## src/rtl/wtc_pkg.sv

```systemverilog
// Shared definitions for the write-through cache controller: way count,
// controller states and the three-bit tree replacement helpers.
// Assumes exactly four ways; the tree helpers are written for that shape.
package wtc_pkg;
    localparam int WAYS  = 4;
    localparam int WAY_W = 2;

    typedef enum logic [2:0] {
        ST_IDLE   = 3'd0,
        ST_FILL   = 3'd1,
        ST_BYPASS = 3'd2,
        ST_WRITE  = 3'd3,
        ST_RESP   = 3'd4
    } ctl_state_e;

    // Point the tree away from the way just used: bit0 = root, bit1 = left pair, bit2 = right pair.
    function automatic logic [2:0] plru_touch(input logic [2:0] cur, input logic [WAY_W-1:0] way);
        logic [2:0] nxt;
        nxt    = cur;
        nxt[0] = ~way[1];
        if (way[1] == 1'b0) begin
            nxt[1] = ~way[0];
        end else begin
            nxt[2] = ~way[0];
        end
        return nxt;
    endfunction

    // Follow the tree to the way it currently points at.
    function automatic logic [WAY_W-1:0] plru_pick(input logic [2:0] cur);
        return {cur[0], (cur[0] ? cur[2] : cur[1])};
    endfunction
endpackage

```

## src/rtl/wtc_tag_array.sv

```systemverilog
// Tag and valid storage for all sets and ways, with a combinational lookup
// of one set. Assumes at most one way of a set holds a given tag, which the
// controller guarantees by only filling on a miss. Tags are not reset; valid
// bits are, and invalidate-all takes priority over a fill in the same cycle.
module wtc_tag_array
    import wtc_pkg::*;
#(
    parameter int SETS  = 8,
    parameter int TAG_W = 25,
    localparam int IDX_W = $clog2(SETS)
) (
    input  logic                  clk,
    input  logic                  rst_n,
    input  logic                  inv_all,
    input  logic [IDX_W-1:0]      lk_idx,
    input  logic [TAG_W-1:0]      lk_tag,
    output logic                  hit,
    output logic [WAY_W-1:0]      hit_way,
    output logic [WAYS-1:0]       set_vld,
    input  logic                  fill_en,
    input  logic [IDX_W-1:0]      fill_idx,
    input  logic [WAY_W-1:0]      fill_way,
    input  logic [TAG_W-1:0]      fill_tag,
    output logic [SETS*WAYS-1:0]  valid_flat
);
    logic [TAG_W-1:0] tag_q [SETS][WAYS];
    logic [WAYS-1:0]  vld_q [SETS];
    logic [WAYS-1:0]  match;

    // Valid bits: cleared by reset or invalidate, set by a completed fill.
    always_ff @(posedge clk) begin
        if (!rst_n || inv_all) begin
            for (int s = 0; s < SETS; s++) begin
                vld_q[s] <= '0;
            end
        end else if (fill_en) begin
            vld_q[fill_idx][fill_way] <= 1'b1;
        end
    end

    // Tag storage: written when a fill completes.
    always_ff @(posedge clk) begin
        if (fill_en) begin
            tag_q[fill_idx][fill_way] <= fill_tag;
        end
    end

    generate
        for (genvar w = 0; w < WAYS; w++) begin : g_cmp
            assign match[w] = vld_q[lk_idx][w] && (tag_q[lk_idx][w] == lk_tag);
        end
        for (genvar s = 0; s < SETS; s++) begin : g_flat
            assign valid_flat[s*WAYS +: WAYS] = vld_q[s];
        end
    endgenerate

    // Encode the matching way.
    always_comb begin
        hit_way = '0;
        for (int w = 0; w < WAYS; w++) begin
            if (match[w]) begin
                hit_way = WAY_W'(w);
            end
        end
    end

    assign hit     = |match;
    assign set_vld = vld_q[lk_idx];
endmodule

```

## src/rtl/wtc_data_array.sv

```systemverilog
// Line data storage addressed by {set, way, word}, one read port
// (combinational) and one write port. Contents are not reset: a line is only
// read after its valid bit was set by a fill that wrote all of its words.
module wtc_data_array
    import wtc_pkg::*;
#(
    parameter int SETS       = 8,
    parameter int LINE_WORDS = 4,
    parameter int DATA_W     = 32,
    localparam int IDX_W     = $clog2(SETS),
    localparam int WORD_W    = $clog2(LINE_WORDS)
) (
    input  logic               clk,
    input  logic [IDX_W-1:0]   rd_idx,
    input  logic [WAY_W-1:0]   rd_way,
    input  logic [WORD_W-1:0]  rd_word,
    output logic [DATA_W-1:0]  rd_data,
    input  logic               wr_en,
    input  logic [IDX_W-1:0]   wr_idx,
    input  logic [WAY_W-1:0]   wr_way,
    input  logic [WORD_W-1:0]  wr_word,
    input  logic [DATA_W-1:0]  wr_data
);
    localparam int ENTRIES = SETS * WAYS * LINE_WORDS;

    logic [DATA_W-1:0] mem_q [ENTRIES];

    // Word write from a fill beat or a write hit.
    always_ff @(posedge clk) begin
        if (wr_en) begin
            mem_q[{wr_idx, wr_way, wr_word}] <= wr_data;
        end
    end

    assign rd_data = mem_q[{rd_idx, rd_way, rd_word}];
endmodule

```

## src/rtl/wtc_plru.sv

```systemverilog
// Per-set three-bit replacement tree and victim selection. The victim is the
// lowest-numbered invalid way of the selected set, else the way the tree
// points at. Invalidate-all and reset clear every tree to zero.
module wtc_plru
    import wtc_pkg::*;
#(
    parameter int SETS = 8,
    localparam int IDX_W = $clog2(SETS)
) (
    input  logic              clk,
    input  logic              rst_n,
    input  logic              inv_all,
    input  logic              touch_en,
    input  logic [IDX_W-1:0]  touch_idx,
    input  logic [WAY_W-1:0]  touch_way,
    input  logic [IDX_W-1:0]  sel_idx,
    input  logic [WAYS-1:0]   set_vld,
    output logic [WAY_W-1:0]  victim
);
    logic [2:0] tree_q [SETS];

    // Tree state: cleared on reset or invalidate, steered on every access.
    always_ff @(posedge clk) begin
        if (!rst_n || inv_all) begin
            for (int s = 0; s < SETS; s++) begin
                tree_q[s] <= 3'b000;
            end
        end else if (touch_en) begin
            tree_q[touch_idx] <= plru_touch(tree_q[touch_idx], touch_way);
        end
    end

    // Victim choice: empty way first (lowest index wins), tree otherwise.
    always_comb begin
        victim = plru_pick(tree_q[sel_idx]);
        for (int w = WAYS - 1; w >= 0; w--) begin
            if (!set_vld[w]) begin
                victim = WAY_W'(w);
            end
        end
    end
endmodule

```

## src/rtl/wt_cache_ctrl.sv

```systemverilog
// Four-way write-through data cache controller. Read hits complete in the
// request cycle; cacheable read misses fill a whole line one bus beat at a
// time; uncacheable read misses and all writes make a single bus transfer.
// Assumes the processor holds cpu_* stable from cpu_valid until cpu_ready,
// SETS and LINE_WORDS are powers of two with SETS >= 2 and LINE_WORDS >= 2.
module wt_cache_ctrl
    import wtc_pkg::*;
#(
    parameter int ADDR_W     = 32,
    parameter int DATA_W     = 32,
    parameter int SETS       = 8,
    parameter int LINE_WORDS = 4
) (
    input  logic              clk,
    input  logic              rst_n,
    input  logic              inv_all,
    input  logic              cpu_valid,
    input  logic              cpu_write,
    input  logic              cpu_cacheable,
    input  logic [ADDR_W-1:0] cpu_addr,
    input  logic [DATA_W-1:0] cpu_wdata,
    output logic              cpu_ready,
    output logic [DATA_W-1:0] cpu_rdata,
    output logic              bus_valid,
    output logic              bus_write,
    output logic [ADDR_W-1:0] bus_addr,
    output logic [DATA_W-1:0] bus_wdata,
    input  logic              bus_ready,
    input  logic [DATA_W-1:0] bus_rdata
);
    localparam int BYTE_W   = $clog2(DATA_W / 8);
    localparam int WORD_W   = $clog2(LINE_WORDS);
    localparam int IDX_W    = $clog2(SETS);
    localparam int LINE_LSB = BYTE_W + WORD_W;
    localparam int TAG_W    = ADDR_W - IDX_W - LINE_LSB;
    localparam logic [WORD_W-1:0] LAST_BEAT = WORD_W'(LINE_WORDS - 1);

    // Request fields
    logic [IDX_W-1:0]  req_idx;
    logic [TAG_W-1:0]  req_tag;
    logic [WORD_W-1:0] req_word;

    assign req_idx  = cpu_addr[LINE_LSB +: IDX_W];
    assign req_tag  = cpu_addr[ADDR_W-1 -: TAG_W];
    assign req_word = cpu_addr[BYTE_W +: WORD_W];

    // Controller state
    ctl_state_e        state_q, state_d;
    logic [WORD_W-1:0] beat_q;
    logic [WAY_W-1:0]  victim_q;
    logic              whit_q;
    logic [WAY_W-1:0]  wway_q;
    logic [DATA_W-1:0] resp_q;

    // Array interfaces
    logic                 lk_hit;
    logic [WAY_W-1:0]     hit_way;
    logic [WAYS-1:0]      set_vld;
    logic [SETS*WAYS-1:0] valid_flat;
    logic                 tag_we;
    logic [DATA_W-1:0]    rd_data;
    logic                 dat_we;
    logic [WAY_W-1:0]     dat_way;
    logic [WORD_W-1:0]    dat_word;
    logic [DATA_W-1:0]    dat_wdata;
    logic                 touch_en;
    logic [WAY_W-1:0]     touch_way;
    logic [WAY_W-1:0]     victim;

    wtc_tag_array #(.SETS(SETS), .TAG_W(TAG_W)) u_tags (
        .clk        (clk),
        .rst_n      (rst_n),
        .inv_all    (inv_all),
        .lk_idx     (req_idx),
        .lk_tag     (req_tag),
        .hit        (lk_hit),
        .hit_way    (hit_way),
        .set_vld    (set_vld),
        .fill_en    (tag_we),
        .fill_idx   (req_idx),
        .fill_way   (victim_q),
        .fill_tag   (req_tag),
        .valid_flat (valid_flat)
    );

    wtc_data_array #(.SETS(SETS), .LINE_WORDS(LINE_WORDS), .DATA_W(DATA_W)) u_data (
        .clk     (clk),
        .rd_idx  (req_idx),
        .rd_way  (hit_way),
        .rd_word (req_word),
        .rd_data (rd_data),
        .wr_en   (dat_we),
        .wr_idx  (req_idx),
        .wr_way  (dat_way),
        .wr_word (dat_word),
        .wr_data (dat_wdata)
    );

    wtc_plru #(.SETS(SETS)) u_plru (
        .clk       (clk),
        .rst_n     (rst_n),
        .inv_all   (inv_all),
        .touch_en  (touch_en),
        .touch_idx (req_idx),
        .touch_way (touch_way),
        .sel_idx   (req_idx),
        .set_vld   (set_vld),
        .victim    (victim)
    );

    // Next state, port outputs and array write strobes.
    always_comb begin
        state_d   = state_q;
        cpu_ready = 1'b0;
        cpu_rdata = resp_q;
        bus_valid = 1'b0;
        bus_write = 1'b0;
        bus_addr  = cpu_addr;
        bus_wdata = cpu_wdata;
        touch_en  = 1'b0;
        touch_way = hit_way;
        tag_we    = 1'b0;
        dat_we    = 1'b0;
        dat_way   = victim_q;
        dat_word  = beat_q;
        dat_wdata = bus_rdata;
        case (state_q)
            ST_IDLE: begin
                if (cpu_valid) begin
                    if (cpu_write) begin
                        state_d = ST_WRITE;
                    end else if (lk_hit) begin
                        cpu_ready = 1'b1;
                        cpu_rdata = rd_data;
                        touch_en  = 1'b1;
                    end else if (cpu_cacheable) begin
                        state_d = ST_FILL;
                    end else begin
                        state_d = ST_BYPASS;
                    end
                end
            end
            ST_FILL: begin
                bus_valid = 1'b1;
                bus_addr  = {cpu_addr[ADDR_W-1:LINE_LSB], beat_q, {BYTE_W{1'b0}}};
                if (bus_ready) begin
                    dat_we = 1'b1;
                    if (beat_q == LAST_BEAT) begin
                        tag_we    = 1'b1;
                        touch_en  = 1'b1;
                        touch_way = victim_q;
                        state_d   = ST_RESP;
                    end
                end
            end
            ST_BYPASS: begin
                bus_valid = 1'b1;
                if (bus_ready) begin
                    state_d = ST_RESP;
                end
            end
            ST_WRITE: begin
                bus_valid = 1'b1;
                bus_write = 1'b1;
                if (bus_ready) begin
                    if (whit_q) begin
                        dat_we    = 1'b1;
                        dat_way   = wway_q;
                        dat_word  = req_word;
                        dat_wdata = cpu_wdata;
                        touch_en  = 1'b1;
                        touch_way = wway_q;
                    end
                    state_d = ST_RESP;
                end
            end
            ST_RESP: begin
                cpu_ready = 1'b1;
                state_d   = ST_IDLE;
            end
            default: state_d = ST_IDLE;
        endcase
    end

    // Sequencing registers: state, beat count, latched way choices, response word.
    always_ff @(posedge clk) begin
        if (!rst_n) begin
            state_q  <= ST_IDLE;
            beat_q   <= '0;
            victim_q <= '0;
            whit_q   <= 1'b0;
            wway_q   <= '0;
            resp_q   <= '0;
        end else begin
            state_q <= state_d;
            if (state_q == ST_IDLE) begin
                beat_q   <= '0;
                victim_q <= victim;
                whit_q   <= lk_hit;
                wway_q   <= hit_way;
            end
            if (state_q == ST_FILL && bus_ready) begin
                beat_q <= beat_q + 1'b1;
                if (beat_q == req_word) begin
                    resp_q <= bus_rdata;
                end
            end
            if (state_q == ST_BYPASS && bus_ready) begin
                resp_q <= bus_rdata;
            end
        end
    end
endmodule

```

## config.mk

```make
export PLATFORM = sky130hd
export DESIGN_NAME = wt_cache_ctrl
export DESIGN_NICKNAME = d
export VERILOG_FILES = /design/src/rtl/wtc_pkg.sv /design/src/rtl/wtc_tag_array.sv /design/src/rtl/wtc_data_array.sv /design/src/rtl/wtc_plru.sv /design/src/rtl/wt_cache_ctrl.sv
export SDC_FILE = /design/constraint.sdc
export NUM_CORES = 2
export LEC_CHECK = 0
export CAP_MARGIN = 20
export CORE_ASPECT_RATIO = 0.8
export CORE_MARGIN = 3
export CORE_UTILIZATION = 55
export CTS_CLUSTER_SIZE = 40
export DETAILED_ROUTE_END_ITERATION = 6
export PLACE_DENSITY = 0.74
export SLEW_MARGIN = 20
export SYNTH_ARGS = -nofsm -noshare
export SYNTH_HDL_FRONTEND = slang
export SYNTH_MEMORY_MAX_BITS = 65536
export SYNTH_SLANG_ARGS = --single-unit
```

## constraint.sdc

```tcl
create_clock -name clk -period 5.7 [get_ports clk]
set_input_delay 1.14 -clock clk [delete_from_list [all_inputs] [get_ports clk]]
set_output_delay 1.14 -clock clk [all_outputs]
set_load 0.005 [all_outputs]
```

Word-level counts from Yosys, hierarchy flattened
Memory sizes are Yosys's and may differ from the RTL's.
Cells that the tools add are included.
Widths: inputs -> output; s select.

word-level totals
  register bits after elaboration = 42
  bits in latches = 0
  bits in writable memories = 4952
  bits in read-only memories = 0
  input port bits = 103
  output and inout bits = 99
  word-level logic and storage cells = 135
  memories kept = 4

memories
  name           depth  width  read ports  clocked after memory_dff  wr ports  line                  source
  u_data.mem_q   128    32     1           0                         1         wtc_data_array.sv:26  logic [DATA_W-1:0] mem_q [ENTRIES];
  u_tags.tag_q   8      100    1           0                         1         wtc_tag_array.sv:26   logic [TAG_W-1:0] tag_q [SETS][WAYS];
  u_tags.vld_q   8      4      1           0                         8         wtc_tag_array.sv:27   logic [WAYS-1:0] vld_q [SETS];
  u_plru.tree_q  8      3      1           0                         8         wtc_plru.sv:20        logic [2:0] tree_q [SETS];

cells by class
  add/subtract/negate cells = 1
  multiply operators = 0
  div/mod/pow operators = 0
  order comparisons = 4
  equality and inequality tests = 15
  shifts and indexed selects = 0
  multiplexer cells = 81
  bitwise logic cells = 3
  reduce and logical (&&, ||, !) cells = 21

operators by type and width
  operator            number
  $mux 32             10
  $eq 25x25->1        4
  $mux 100            1
  $demux 25 s2        1
  $mux 2              19
  $mux 1              30
  $mux 3              9
  $mux 25             1
  $mux 4              4
  $pmux 3 s3          1
  $logic_and 1x1->1   8
  $reduce_or 4->1     2
  $eq 3x2->1 const B  2
  $ne 2x2->1 const B  3
  $reduce_bool 2->1   3
  $reduce_or 3->1     2
  $reduce_and 5->1    1
  $pmux 1 s2          2
  $pmux 2 s2          1
  $eq 3x1->1 const B  1
  $eq 3x3->1 const B  1
  $ge 3x3->1 const B  1
  $logic_not 3->1     1
  $lt 2x3->1 const B  1
  other kinds (15)    16

Logic depth before layout (Yosys ltp)
An unclocked memory read counts as a cell.

  depth after elaboration = 14
  gate-level depth with buffers = 21
  depth with buffers taken out = 12

Cells and area by module
From an unflattened synthesis, not the netlist that was laid out.

second synthesis, totals
  cell total of the unflattened synthesis = 8076
  area, all modules = 192751.1 um2

by module, submodules not included
  module          times used  cells an instance  area an instance (um2)  sequential area each (um2)
  wtc_data_array  1           5958               155635.5                122998.0
  wtc_tag_array   1           1609               32650.1                 24663.7
  wt_cache_ctrl   1           398                3196.8                  840.8
  wtc_plru        1           111                1268.7                  720.7

Least setup slack after synthesis
No wires, ideal clock.

  kind = input port to flip-flop
  from = input port cpu_addr[2]
  to = memory u_data.mem_q[113][0] (enable)
  setup time = 421 ps
  arrival time = 5554 ps
  required time = 5279 ps
  path slack = -275 ps
  stages on the path = 10
  path buffers = 7
  path through = buf_2 buf_2 buf_2 buf_1 clkbuf_1 clkbuf_1 a32o_1 nand2_1 clkbuf_1 nor2_1

between the ends
  cells in the longest elaborated chain, start to end = 3

ends and longest elaborated chain
  element          line                  source
  start, declared  wt_cache_ctrl.sv:20   input logic [ADDR_W-1:0] cpu_addr,
  $mux 2           wt_cache_ctrl.sv:166  if (whit_q) begin
  $mux 2           wt_cache_ctrl.sv:165  if (bus_ready) begin
  $mux 2           wt_cache_ctrl.sv:127  case (state_q)
  end, declared    wtc_data_array.sv:26

Every way passes these cells.

Worst setup path after layout
  from = input port cpu_addr[5]
  to = output port cpu_rdata[18]

between the ends
  cells in the longest elaborated chain, start to end = 11

ends and longest elaborated chain
  element               line                  source
  $mem_v2 8x100         n/a
  $eq 25x25->1          wtc_tag_array.sv:50   assign match[w] = vld_q[lk_idx][w] && (tag_q[lk_idx][w] == lk_tag);
  $logic_and 1x1->1     wtc_tag_array.sv:50
  $mux 1                wtc_tag_array.sv:61   if (match[w]) begin
  $mux 2 (2 in series)  wtc_tag_array.sv:61
  $mem_v2 128x32        n/a
  $mux 32 (*)           wt_cache_ctrl.sv:132  end else if (lk_hit) begin
  $mux 32 (*)           wt_cache_ctrl.sv:130  if (cpu_write) begin
  $mux 32 (*)           wt_cache_ctrl.sv:129  if (cpu_valid) begin
  $mux 32 (*)           wt_cache_ctrl.sv:127
  end, declared         wt_cache_ctrl.sv:23   output logic [DATA_W-1:0] cpu_rdata,

Every way passes the cells marked *; elsewhere a longest branch is shown, timed or not.

==> metrics.md <==
| Metric | Value |
|---|---|
| F_max | `142 MHz` |
| Slew margin rel. | `0.156` |
| Most common cell after layout, fill and taps aside | `edfxtp_1` |
| GRT overflow | `0` |
| Sw Share | `0.223` |
| Final Cycle Share | `1.24` |
| Detailed Route WL | `640000 um` |
| Hold depth | `1` |
| Logic pwr share | `0.070` |
| CTS root buf | `clkbuf_16` |
| DRC errors left | `15` |
| Hold Buf Count CTS | `0` |
| DR vias/cell | `6.99` |
| Area growth, synth to finish | `21.0%` |
| FF-to-FF Start | `u_tags.tag_q[7][14]$_DFFE_PP_` |
| Leakage | `75.7 nW` |
| Post-synth top area share | `0.764` |
| Syn nets | `9369` |
| Setup violations, final | `33` |
| CP Class | `in -> out` |
| Final hold vios | `0` |
| CP Cell Sequence | `clkbuf_16 -> buf_12 -> buf_12 -> buf_8 -> buf_4 -> mux4_2 -> mux2i_1 -> xnor2_1 -> a211oi_1 -> and4_1 -> nand4_1 -> buf_12 -> buf_12 -> and2_4 -> buf_12 -> buf_4 -> nand3_2 -> o211ai_1 -> o211ai_1 -> buf_4 -> or4_4 -> mux2_4 -> buf_6` |
| Most common flop cell mapped by yosys | `edfxtp_1` |
| Hold Crit Start | `u_tags.vld_q[7][2]$_DFF_P_` |
| Seq/Total Area, Yosys | `0.771` |
| Post-layout nets | `11100` |
| FF-to-FF setup slack | `0.95 ns` |
| Initial antenna violation count | `43` |
| Worst hold path endpoint | `u_tags.vld_q[7][2]$_DFF_P_` |
| I/O Buffers | `201` |
| Row count | `194` |
| H-tree levels | `5` |
| Crit path largest cell delay | `0.46 ns` |
| Min Tclk post-route | `7.04 ns` |
| Largest net degree at the start of global routing | `97` |
| Placeable Area | `350000 um2` |
| Worst Setup End Kind | `primary output` |
| Tot Pwr | `0.0761 W` |
| Yosys warns | `0` |
| Clk Latency, worst-skew pair | `1.03 ns` |
| Antenna-violating nets left | `0` |
| Fin. max-slew vios | `0` |
| Synthesized area | `193000 um2` |
| Reg2Reg Depth | `18` |
| DRT Pass-1 Iters | `7` |
| Critical path startpoint category | `input port` |
| CP delay by family, top | `buffers and inverters` |
| DP Wirelength | `400000 um` |
| Worst-margin pin slew | `1.27 ns` |
| CTS Buf Count | `448` |
| Share of post-route cells with drive strength above 1 | `0.366` |
| R2r endpoint | `u_plru.tree_q[1][0]$_SDFFCE_PN0P_` |
| Crit path buffers/inverters | `11` |
| CP Max Fanout | `6` |
| Status | `finished with violations` |
| Worst Path Required | `4.56 ns` |
| CTS tree | `built` |
| Async set-or-reset flop fraction in the synthesized netlist | `0` |
| Full die area | `359000 um2` |
| Final Instance Area | `234000 um2` |
| Largest cells by area after synthesis | `edfxtp_1, mux4_2, mux2i_1` |
| Post-synth cell types | `87` |
| HP Class | `reg -> reg` |
| Cells after synthesis | `9265` |
| DR WL/cell | `39.9 um` |
| Switching power | `0.0169 W` |
| GRT Total Usage | `0.353` |
| Vias in the first global route | `107000` |
| Filler cells | `21000` |
| Max-Cap Viols | `0` |
| Worst VDD drop | `0.305 mV` |
| Max Root-Sink Buffers | `4` |
| Unrepaired setup endpoints after global routing | `yes` |
| RePlAce Congestion | `1.03` |
| Die H | `537 um` |
| Total vias in the final route | `112000` |
| Power per Cell Area | `325 nW/um2` |
| CP max stage cell | `or4_4` |
| Power share of the sequential group | `0.533` |
| # clock sinks | `4994` |
| Flops & latches, synth | `4994` |
| Starting density of the core | `0.553` |
| Initial detailed-routing violation count | `20400` |
| Cell taking the most area after synthesis | `edfxtp_1` |
| CP Data Arrival Time | `5.90 ns` |
| Global-route wire length before repair | `871000 um` |
| Most frequent CP cell | `buf_12` |
| Post-synth EDFFs | `4920` |
| Clock skew | `0.0996 ns` |
| DP Area | `213000 um2` |
| Most frequent cells in the layout | `edfxtp_1, buf_4, mux4_2` |
| Slack of the critical path | `-1.34 ns` |
| Die outline width | `669 um` |
| CTS clock-pin slew for the worst setup and hold paths | `0.06 ns` |
| Post-Synthesis Mean Instance Area | `20.9 um2` |
| I/O Pins | `202` |
| Clock Power Share | `0.397` |
| Int Power | `0.0592 W` |
| Failing checks | `design-rule violations, negative setup slack` |
| Final setup TNS | `-38.04 ns` |
through the flow:
step                      instances  utilization  setup WS [ns]  hold WS, ns
final                         16100        0.669          -1.34        0.469
after detailed placement      15000        0.610          -2.49        0.452
after floorplan                9265            -         -0.275        0.435
after global routing          16000        0.669          -1.38        0.490
after CTS                     16000        0.664          -1.24        0.468
after global placement        15000        0.610          -2.66        0.441
cell usage after synthesis (all sizes together) (11+ instances only):
| library cell | number |
|---|---|
| o21a | 45 |
| nor3 | 62 |
| a31oi | 25 |
| clkbuf | 277 |
| o211ai | 28 |
| inv | 21 |
| a22o | 26 |
| edfxtp | 4920 |
| buf | 297 |
| mux2 | 56 |
| mux4 | 1122 |
| nor2 | 300 |
| a22oi | 128 |
| nand3 | 83 |
| o21ai | 120 |
| a211oi | 32 |
| xor2 | 26 |
| mux2i | 363 |
| o22ai | 95 |
| nor4 | 37 |
| a21bo | 11 |
| and3 | 32 |
| nand3b | 17 |
| nor2b | 50 |
| nand2b | 14 |
| or3 | 15 |
| and2 | 13 |
| and3b | 12 |
| nand4 | 31 |
| dfxtp | 74 |
| nand2 | 478 |
| xnor2 | 39 |
| nor3b | 17 |
| a21oi | 232 |
| a221oi | 25 |
| or4 | 14 |
power by group through the flow:
stage                     Sequential [W]  Clock, W  Combinational [W]
after floorplan                   0.0414         0            0.00226
after global placement            0.0413         0            0.00475
after detailed placement          0.0413         0            0.00486
after CTS                         0.0406    0.0302            0.00508
after global routing              0.0405    0.0316            0.00546
final                             0.0406    0.0302            0.00537
layout make-up:
class,instances,area (um2),area share
clock inverters,268,2750,0.0117
multi-input cells,3676,46100,0.197
flip-flops and latches,4994,149000,0.637
inverters,21,86.3,0.000369
well taps,4704,5890,0.0251
diodes,18,45.0,0.000192
repair buffers,1830,18300,0.0782
clock buffers,544,11700,0.0501
sequential cells by signal, summed over array words and instances, names as in the netlist, 3 cells and up:
register,count
u_tags.tag_q,800
state_q,3
resp_q,32
u_plru.tree_q,24
u_data.mem_q,4096
u_tags.vld_q,32
routing by layer:
layer	vias to the layer above	routed length [um]	track usage
met1	57700	213000	0.482
met4	40	37700	0.166
met2	10700	275000	0.494
li1	41900	-	-
met3	1795	113000	0.151
met5	-	734	0.00316
worst reg2reg max path, delay by kind of cell, from the launching register on:
family / cells / cell delay [ns]
muxes: 2 / 0.72
AOI/OAI and AO/OA: 2 / 0.47
DFF: 1 / 0.37
and+or+nand+nor: 7 / 1.90
buffers and inverters: 6 / 1.01
xor gates and xnor gates: 1 / 0.12
cells by family after synthesis:
family,count (synthesis),share of synthesized area
muxes,1541,0.153
xor gates and xnor gates,65,0.00294
adders and majority gates,1,0.0000647
DFF,4994,0.771
and+or+nand+nor,1199,0.0288
buffers and inverters,595,0.0145
AOI/OAI and AO/OA,870,0.0298
worst max-delay path by stage:
stage | to | slack (ns) | startpoint | cells after the start
5_1_grt | cpu_rdata[17] | -1.38 | cpu_addr[5] | 21
3_5_place_dp | cpu_rdata[5] | -2.49 | cpu_addr[5] | 19
4_1_cts | cpu_rdata[5] | -1.24 | cpu_addr[5] | 22
6_report | cpu_rdata[18] | -1.34 | cpu_addr[5] | 23
3_3_place_gp | cpu_rdata[29] | -2.66 | cpu_addr[5] | 19
2_1_floorplan | u_data.mem_q[113][0]$_DFFE_PP_ | -0.28 | cpu_addr[2] | 10
repair_timing:
| action | CTS | global route |
|---|---|---|
| pin swaps | 160 | 129 |
| setup buffers | 134 | 105 |
| resized for setup | 811 | 282 |
| setup endpoints to repair | 33 | 33 |
| hold endpoints to repair | 0 | 0 |
| gates cloned | 11 | 3 |
Power figures use the tool's default switching activity.
